`src/rtl/chain_dma_pkg.sv`:
```
package chain_dma_pkg;

  // register byte offsets
  localparam int OFS_GCTL = 0;
  localparam int OFS_IEN  = 4;
  localparam int OFS_IST  = 8;
  localparam int OFS_DPTR = 12;
  localparam int OFS_CCTL = 16;

  // bit positions
  localparam int GCTL_EN_BIT  = 0;
  localparam int GCTL_RST_BIT = 8;
  localparam int CCTL_RUN_BIT = 7;
  localparam int CCTL_DIR_BIT = 22;
  localparam int FLG_FMT_BIT  = 30;
  localparam int FLG_END_BIT  = 31;

  typedef enum logic [3:0] {
    EV_NONE  = 4'h0,
    EV_UNDER = 4'h1,
    EV_OVER  = 4'h2,
    EV_DESC  = 4'h3,
    EV_DATA  = 4'h4,
    EV_EARLY = 4'h5,
    EV_OK    = 4'hF
  } ev_e;

  typedef enum logic [2:0] {
    S_IDLE,
    S_FETCH,
    S_MRD,
    S_PUSH,
    S_PULL,
    S_MWR,
    S_NEXT
  } st_e;

endpackage

```
`src/rtl/chain_dma_regs.sv`:
```
module chain_dma_regs
  import chain_dma_pkg::*;
#(
  parameter int REG_AW = 5,
  parameter int AW     = 32
) (
  input  logic              clk,
  input  logic              rst,
  input  logic              reg_wr,
  input  logic [REG_AW-1:0] reg_addr,
  input  logic [31:0]       reg_wdata,
  output logic [31:0]       reg_rdata,
  input  logic              eng_busy,
  input  logic              eng_done,
  input  logic [3:0]        eng_code,
  output logic              sreset,
  output logic              en,
  output logic              ien,
  output logic              ist,
  output logic [AW-1:0]     dptr,
  output logic              run,
  output logic              dir
);

  logic [3:0]  code_q;
  logic [31:0] rd_mux;
  logic        unused_wbits;

  logic wr_gctl, wr_ien, wr_ist, wr_dptr, wr_cctl;

  assign wr_gctl = reg_wr && (int'(reg_addr) == OFS_GCTL);
  assign wr_ien  = reg_wr && (int'(reg_addr) == OFS_IEN);
  assign wr_ist  = reg_wr && (int'(reg_addr) == OFS_IST);
  assign wr_dptr = reg_wr && (int'(reg_addr) == OFS_DPTR);
  assign wr_cctl = reg_wr && (int'(reg_addr) == OFS_CCTL);

  assign sreset       = wr_gctl && reg_wdata[GCTL_RST_BIT];
  assign unused_wbits = reg_wdata[1];

  always_ff @(posedge clk) begin
    if (rst || sreset) begin
      en     <= 1'b0;
      ien    <= 1'b0;
      ist    <= 1'b0;
      dptr   <= '0;
      run    <= 1'b0;
      dir    <= 1'b0;
      code_q <= EV_NONE;
    end else begin
      if (wr_gctl) en  <= reg_wdata[GCTL_EN_BIT];
      if (wr_ien)  ien <= reg_wdata[0];
      if (eng_done)
        ist <= 1'b1;
      else if (wr_ist && reg_wdata[0])
        ist <= 1'b0;
      if (wr_dptr) dptr <= {reg_wdata[AW-1:2], 2'b00};
      if (eng_done) begin
        run    <= 1'b0;
        code_q <= eng_code;
      end else if (wr_cctl && !eng_busy) begin
        run <= reg_wdata[CCTL_RUN_BIT];
        dir <= reg_wdata[CCTL_DIR_BIT];
        if (reg_wdata[CCTL_RUN_BIT]) code_q <= EV_NONE;
      end
    end
  end

  always_comb begin
    rd_mux = '0;
    case (int'(reg_addr))
      OFS_GCTL: rd_mux[GCTL_EN_BIT] = en;
      OFS_IEN:  rd_mux[0] = ien;
      OFS_IST:  rd_mux[0] = ist;
      OFS_DPTR: rd_mux = 32'(dptr);
      OFS_CCTL: begin
        rd_mux[CCTL_DIR_BIT] = dir;
        rd_mux[CCTL_RUN_BIT] = run;
        rd_mux[3:0]          = code_q;
      end
      default:  rd_mux = '0;
    endcase
  end

  always_ff @(posedge clk) begin
    if (rst) reg_rdata <= '0;
    else     reg_rdata <= rd_mux;
  end

endmodule

```
`src/rtl/chain_dma_engine.sv`:
```
module chain_dma_engine
  import chain_dma_pkg::*;
#(
  parameter int AW    = 32,
  parameter int CNT_W = 16
) (
  input  logic          clk,
  input  logic          rst,
  input  logic          sreset,
  input  logic          en,
  input  logic          run,
  input  logic          dir,
  input  logic [AW-1:0] dptr,
  output logic          mem_req,
  output logic          mem_we,
  output logic [AW-1:0] mem_addr,
  output logic [31:0]   mem_wdata,
  input  logic          mem_gnt,
  input  logic          mem_err,
  input  logic [31:0]   mem_rdata,
  output logic          tx_valid,
  output logic [31:0]   tx_data,
  input  logic          tx_ready,
  input  logic          rx_valid,
  input  logic [31:0]   rx_data,
  input  logic          rx_last,
  output logic          rx_ready,
  output logic          busy,
  output logic          done,
  output logic [3:0]    code
);

  localparam int WC_W = CNT_W - 1;
  localparam logic [AW-1:0] STEP = AW'(4);

  st_e             state;
  logic [1:0]      widx;
  logic [AW-1:0]   maddr;
  logic [AW-1:0]   buf_a;
  logic [AW-1:0]   next_a;
  logic [WC_W-1:0] wleft;
  logic            last_d;
  logic            early;
  logic [31:0]     data_q;
  logic            done_q;
  logic [3:0]      code_q;

  always_ff @(posedge clk) begin
    if (rst || sreset) begin
      state  <= S_IDLE;
      widx   <= '0;
      maddr  <= '0;
      buf_a  <= '0;
      next_a <= '0;
      wleft  <= '0;
      last_d <= 1'b0;
      early  <= 1'b0;
      data_q <= '0;
      done_q <= 1'b0;
      code_q <= EV_NONE;
    end else begin
      done_q <= 1'b0;
      case (state)
        S_IDLE: begin
          if (run && en && !done_q) begin
            maddr <= dptr;
            widx  <= '0;
            early <= 1'b0;
            state <= S_FETCH;
          end
        end
        S_FETCH: begin
          if (mem_gnt) begin
            if (mem_err) begin
              state  <= S_IDLE;
              done_q <= 1'b1;
              code_q <= EV_DESC;
            end else begin
              case (widx)
                2'd0: begin
                  if (!mem_rdata[FLG_FMT_BIT]) begin
                    state  <= S_IDLE;
                    done_q <= 1'b1;
                    code_q <= EV_DESC;
                  end else begin
                    last_d <= mem_rdata[FLG_END_BIT];
                    wleft  <= WC_W'(({1'b0, mem_rdata[CNT_W-1:0]}
                                     + (CNT_W+1)'(3)) >> 2);
                    widx   <= 2'd1;
                    maddr  <= maddr + STEP;
                  end
                end
                2'd1: begin
                  buf_a <= {mem_rdata[AW-1:2], 2'b00};
                  widx  <= 2'd2;
                  maddr <= maddr + STEP;
                end
                default: begin
                  next_a <= {mem_rdata[AW-1:2], 2'b00};
                  maddr  <= buf_a;
                  widx   <= 2'd0;
                  if (wleft == '0) state <= S_NEXT;
                  else if (dir)    state <= S_PULL;
                  else             state <= S_MRD;
                end
              endcase
            end
          end
        end
        S_MRD: begin
          if (mem_gnt) begin
            if (mem_err) begin
              state  <= S_IDLE;
              done_q <= 1'b1;
              code_q <= EV_DATA;
            end else begin
              data_q <= mem_rdata;
              maddr  <= maddr + STEP;
              wleft  <= wleft - 1'b1;
              state  <= S_PUSH;
            end
          end
        end
        S_PUSH: begin
          if (tx_ready) state <= (wleft == '0) ? S_NEXT : S_MRD;
        end
        S_PULL: begin
          if (rx_valid) begin
            data_q <= rx_data;
            early  <= rx_last;
            wleft  <= wleft - 1'b1;
            state  <= S_MWR;
          end
        end
        S_MWR: begin
          if (mem_gnt) begin
            if (mem_err) begin
              state  <= S_IDLE;
              done_q <= 1'b1;
              code_q <= EV_DATA;
            end else begin
              maddr <= maddr + STEP;
              if (early && !(wleft == '0 && last_d)) begin
                state  <= S_IDLE;
                done_q <= 1'b1;
                code_q <= EV_EARLY;
              end else if (wleft == '0) begin
                state <= S_NEXT;
              end else begin
                state <= S_PULL;
              end
            end
          end
        end
        S_NEXT: begin
          if (last_d) begin
            state  <= S_IDLE;
            done_q <= 1'b1;
            code_q <= EV_OK;
          end else begin
            maddr <= next_a;
            widx  <= '0;
            state <= S_FETCH;
          end
        end
        default: state <= S_IDLE;
      endcase
    end
  end

  assign mem_req   = (state == S_FETCH) || (state == S_MRD) || (state == S_MWR);
  assign mem_we    = (state == S_MWR);
  assign mem_addr  = maddr;
  assign mem_wdata = data_q;
  assign tx_valid  = (state == S_PUSH);
  assign tx_data   = data_q;
  assign rx_ready  = (state == S_PULL);
  assign busy      = (state != S_IDLE) || done_q;
  assign done      = done_q;
  assign code      = code_q;

endmodule

```
`src/rtl/chain_dma.sv`:
```
module chain_dma
  import chain_dma_pkg::*;
#(
  parameter int REG_AW = 5,
  parameter int AW     = 32,
  parameter int CNT_W  = 16
) (
  input  logic              clk,
  input  logic              rst,
  input  logic              reg_wr,
  input  logic [REG_AW-1:0] reg_addr,
  input  logic [31:0]       reg_wdata,
  output logic [31:0]       reg_rdata,
  output logic              irq,
  output logic              mem_req,
  output logic              mem_we,
  output logic [AW-1:0]     mem_addr,
  output logic [31:0]       mem_wdata,
  input  logic              mem_gnt,
  input  logic              mem_err,
  input  logic [31:0]       mem_rdata,
  output logic              tx_valid,
  output logic [31:0]       tx_data,
  input  logic              tx_ready,
  input  logic              rx_valid,
  input  logic [31:0]       rx_data,
  input  logic              rx_last,
  output logic              rx_ready
);

  logic          sreset;
  logic          en, ien, ist, run, ch_dir;
  logic [AW-1:0] dptr;
  logic          eng_busy, eng_done;
  logic [3:0]    eng_code;

  chain_dma_regs #(.REG_AW(REG_AW), .AW(AW)) u_regs (
    .clk       (clk),
    .rst       (rst),
    .reg_wr    (reg_wr),
    .reg_addr  (reg_addr),
    .reg_wdata (reg_wdata),
    .reg_rdata (reg_rdata),
    .eng_busy  (eng_busy),
    .eng_done  (eng_done),
    .eng_code  (eng_code),
    .sreset    (sreset),
    .en        (en),
    .ien       (ien),
    .ist       (ist),
    .dptr      (dptr),
    .run       (run),
    .dir       (ch_dir)
  );

  chain_dma_engine #(.AW(AW), .CNT_W(CNT_W)) u_eng (
    .clk       (clk),
    .rst       (rst),
    .sreset    (sreset),
    .en        (en),
    .run       (run),
    .dir       (ch_dir),
    .dptr      (dptr),
    .mem_req   (mem_req),
    .mem_we    (mem_we),
    .mem_addr  (mem_addr),
    .mem_wdata (mem_wdata),
    .mem_gnt   (mem_gnt),
    .mem_err   (mem_err),
    .mem_rdata (mem_rdata),
    .tx_valid  (tx_valid),
    .tx_data   (tx_data),
    .tx_ready  (tx_ready),
    .rx_valid  (rx_valid),
    .rx_data   (rx_data),
    .rx_last   (rx_last),
    .rx_ready  (rx_ready),
    .busy      (eng_busy),
    .done      (eng_done),
    .code      (eng_code)
  );

  assign irq = ien && ist;

endmodule

```
`config.mk`:
```
export PLATFORM = sky130hd
export DESIGN_NAME = chain_dma
export DESIGN_NICKNAME = d
export VERILOG_FILES = /design/src/rtl/chain_dma_pkg.sv /design/src/rtl/chain_dma_regs.sv /design/src/rtl/chain_dma_engine.sv /design/src/rtl/chain_dma.sv
export SDC_FILE = /design/constraint.sdc
export NUM_CORES = 1
export LEC_CHECK = 0
export CAP_MARGIN = 20
export CORE_ASPECT_RATIO = 0.5
export CORE_MARGIN = 2
export CORE_UTILIZATION = 40
export CTS_BUF_LIST = sky130_fd_sc_hd__clkbuf_8
export CTS_CLUSTER_DIAMETER = 100
export DETAILED_ROUTE_END_ITERATION = 10
export PLACE_DENSITY = 0.66
export SLEW_MARGIN = 20
export SYNTH_ARGS = -nofsm -noshare
export SYNTH_HDL_FRONTEND = slang
export SYNTH_SLANG_ARGS = --single-unit
```
`constraint.sdc`:
```
create_clock -name clk -period 2.4 [get_ports clk]
set_clock_uncertainty 0.15 [all_clocks]
set_input_delay 0.72 -clock clk [delete_from_list [all_inputs] [get_ports clk]]
set_output_delay 0.72 -clock clk [all_outputs]
set_load 0.005 [all_outputs]
```
==> results.cfg <==
[critical_path]
path_class = flop to output pin
cp_num_cells = 1
reg_to_reg_setup_timing_slack_ps = 90
max_stage_delay_ps = 590
worst-endpoint-required_ps = 1530
crit_path_start_kind = flop
crit_arrival_ps = 1500
critPathMaxFanout = 3
worstRegToRegCells = 7
timing.critical_path.buf_inv = 1
critical_path.cell_chain = clkdlybuf4s50_1
r2r_end = u_eng.mem_addr[23]$_SDFFE_PP0P_
start_point_of_the_critical_path = u_eng.mem_addr[31]$_SDFFE_PP0P_
critPathCaptureType = output pin
rr_startpoint = u_eng.state[0]$_SDFFE_PP0P_
worst_setup_path_endpoint = mem_addr[31]
cp_slowest_cell = sky130_fd_sc_hd__clkdlybuf4s50_1
critPathTopFamily = buffers and inverters

[finish]
n_fill_cell = 2272
area_growth_from_synthesis_to_layout_pct = 40.9
finish.net_count = 1679
most-common-layout-cells = 236 x sky130_fd_sc_hd__nand2_1, 225 x sky130_fd_sc_hd__clkdlybuf4s50_1, 195 x sky130_fd_sc_hd__dfxtp_1
layoutNonFillerInstCount = 1939
drive_above_1_share_pct = 16.7
final_core_util_pct = 57.9
postLayoutCellArea_um2 = 14700
n_antenna_cell = 0
mostFrequentLayoutCell = sky130_fd_sc_hd__nand2_1

[placement]
routabilityCongestion = 0.921
place_hpwl_mm = 25.8
placed_cells_incl_taps = 1862
place.port_buffers = 238
placed_cell_area_um2 = 13900

[floorplan]
design.die.area_um2 = 27600
core_box_area_um2 = 25400
die_height_um = 118
initial_utilization_pct = 41.1
io_pins = 242
rows = 41
die_width_um = 233

[clocking]
htree_levels = 2
clk_transition_reported_paths_ps = 70
cts-root-to-sink-buffers = 3
worst_skew_pair.late_latency_ps = 550
cts.sink_count = 220
root_buffer = sky130_fd_sc_hd__clkbuf_8
number_of_clock_buffers_inserted_by_tritoncts = 35
tritoncts = yes

[hold_path]
worst_hold_startpoint = u_eng.next_a[22]$_SDFFE_PP0P_
worst_hold_path_type = flop to flop

[synthesis]
dominantRegCellSynth = sky130_fd_sc_hd__dfxtp_1
yosys_warning_total = 0
synthesis.area_per_instance_um2 = 8.28
post_synth_main_area_contributors = sky130_fd_sc_hd__dfxtp_1 42%, sky130_fd_sc_hd__nand2_1 8.5%, sky130_fd_sc_hd__a21oi_1 6.5%
synth_largest_area_cell = sky130_fd_sc_hd__dfxtp_1
synth_cells = 1264
synth.ff_latch_count = 220
synth.top_cell.area_share_pct = 42.1
synth_edf_count = 0
ys_types = 83
synth-seq-area-share_pct = 42.1
post_synth_instance_area_um2 = 10500
synth-async-reset-ratio_pct = 0

[global_route]
grt_first_pass_wirelength_mm = 54.5
grt.overflow.total = 0
grt_use_total_pct = 24.9
grt_start_max_net_pins = 38
via_count_of_the_first_global_routing_pass = 10100
antenna_found_initial = 0

[timing]
slew_headroom_pct = 57.5
total_of_endpoints_with_negative_setup_slack_in_the_final_report = 0
final-max-slew-violation-count = 0
fmax_mhz = 421
tightest_slew_ps = 637
rsz0062_at_grt = no
hold_ws_ps = 304
timing.final.hold_violations = 0
period_minus_slack_ps = 2370
post-route-period-util_pct = 99.0

[drt]
vias_per_cell = 5.47
vias = 10600
routedWlPerCell_um = 18.3
drt_pre_antenna_iters = 8
routed_wl_mm = 35.5
post_route_drc = 0
antenna_left = 0
drt_first_iter_violations = 957

[power_and_ir_drop]
ir_drop_worst_vdd_v = 0.000275
power.static_leakage_nw = 5.25
pwr_density_cell_nw_per_um2 = 520

[status]
status = complete, no violations

[run]
maxCapViolCount = 0
## metal layers
metal	wire length (um)	up-vias	global-route usage (%)
met4	604	0	5.73
met1	16100	4984	35.4
met3	3300	53	6.39
li1	-	5095	-
met2	15500	474	37.6
met5	0	-	0
## state kept, by name, summed over array words and instances, names as in the netlist
name and flops:
u_eng.next_a 30, u_regs.run 1, u_eng.state 3, u_eng.mem_addr 30, u_eng.widx 2, u_regs.dir 1, u_eng.last_d 1, u_regs.reg_rdata 32
u_eng.buf_a 30, u_regs.ien 1, u_regs.dptr 30, u_regs.en 1, u_eng.done 1, u_regs.code_q 4, u_eng.code 4, u_regs.ist 1
u_eng.early 1, u_eng.mem_wdata 32, u_eng.wleft 15
## power by group
group	switching [mW]	internal, mW	leakage [nW]	total, mW
clock network	1.55	1.61	0.404	3.17
logic	0.403	0.420	3.06	0.823
registers	0.0188	3.66	1.79	3.68
total	1.97	5.70	5.25	7.67
## final cells by class
cell class | count | area [um2] | area share (%)
Clock buffer | 39 | 537 | 3.64
Clock inverter | 25 | 139 | 0.942
Inverter | 12 | 45.0 | 0.306
Multi-Input combinational cell | 909 | 5330 | 36.1
Sequential cell | 220 | 4450 | 30.2
Tap cell | 344 | 430 | 2.92
Timing Repair Buffer | 390 | 3820 | 25.9
## tightest hold or removal path: cells and delay by family (launching register included)
kind | cells | cell delay [ps]
simple gates | 1 | 50
flops | 1 | 310
compound gates | 1 | 50
## logic make-up (layout without fill, tap and decap cells)
kind of cell / Yosys count / count (layout) / synth area share [%]
AOI/OAI and AO/OA: 363 / 363 / 22.6
xor gates and xnor gates: 17 / 17 / 1.42
adders and majority gates: 2 / 2 / 0.239
buffers and inverters: 138 / 466 / 7.79
DFF: 220 / 220 / 42.1
muxes: 39 / 39 / 3.73
other: 1 / 2 / 0.0358
and+or+nand+nor: 484 / 486 / 22.1
## worst min path at each step
stage / endpoint / slack (ps) / depth (start not counted)
after floorplan: u_eng.code[2]$_SDFFE_PP0P_ / 270 / 2
after global placement: u_eng.buf_a[12]$_SDFFE_PP0P_ / 290 / 2
after detailed placement: u_eng.next_a[22]$_SDFFE_PP0P_ / 300 / 2
after CTS: u_eng.next_a[22]$_SDFFE_PP0P_ / 300 / 2
after global routing: u_eng.next_a[20]$_SDFFE_PP0P_ / 330 / 2
final: u_eng.next_a[22]$_SDFFE_PP0P_ / 300 / 2
## metrics by stage
step	setup TNS, ps	power [mW]	setup slack [ps]
final	0	7.67	25.1
after CTS	0	7.72	1.19
after floorplan	0	4.06	253
after global routing	0	7.97	1.69
after detailed placement	-45730	4.56	-443
after global placement	-37030	4.55	-437
## Yosys cell counts, drive strengths merged, types with 17 or more instances
cell    instances
dfxtp         220
buf            93
o21ai          72
clkbuf         33
nor3           17
mux2i          39
nand3          25
nand2         237
a211oi         40
nor2           95
and2           35
a21oi         138
## timing repair
action	CTS	global route
endpoints found under the setup margin	26	22
setup buffers	5	6
pin swaps	0	2
cloned	0	2
hold buffers	0	0
gates resized for setup	42	13
No activity file was read; power rests on OpenSTA's default activity.
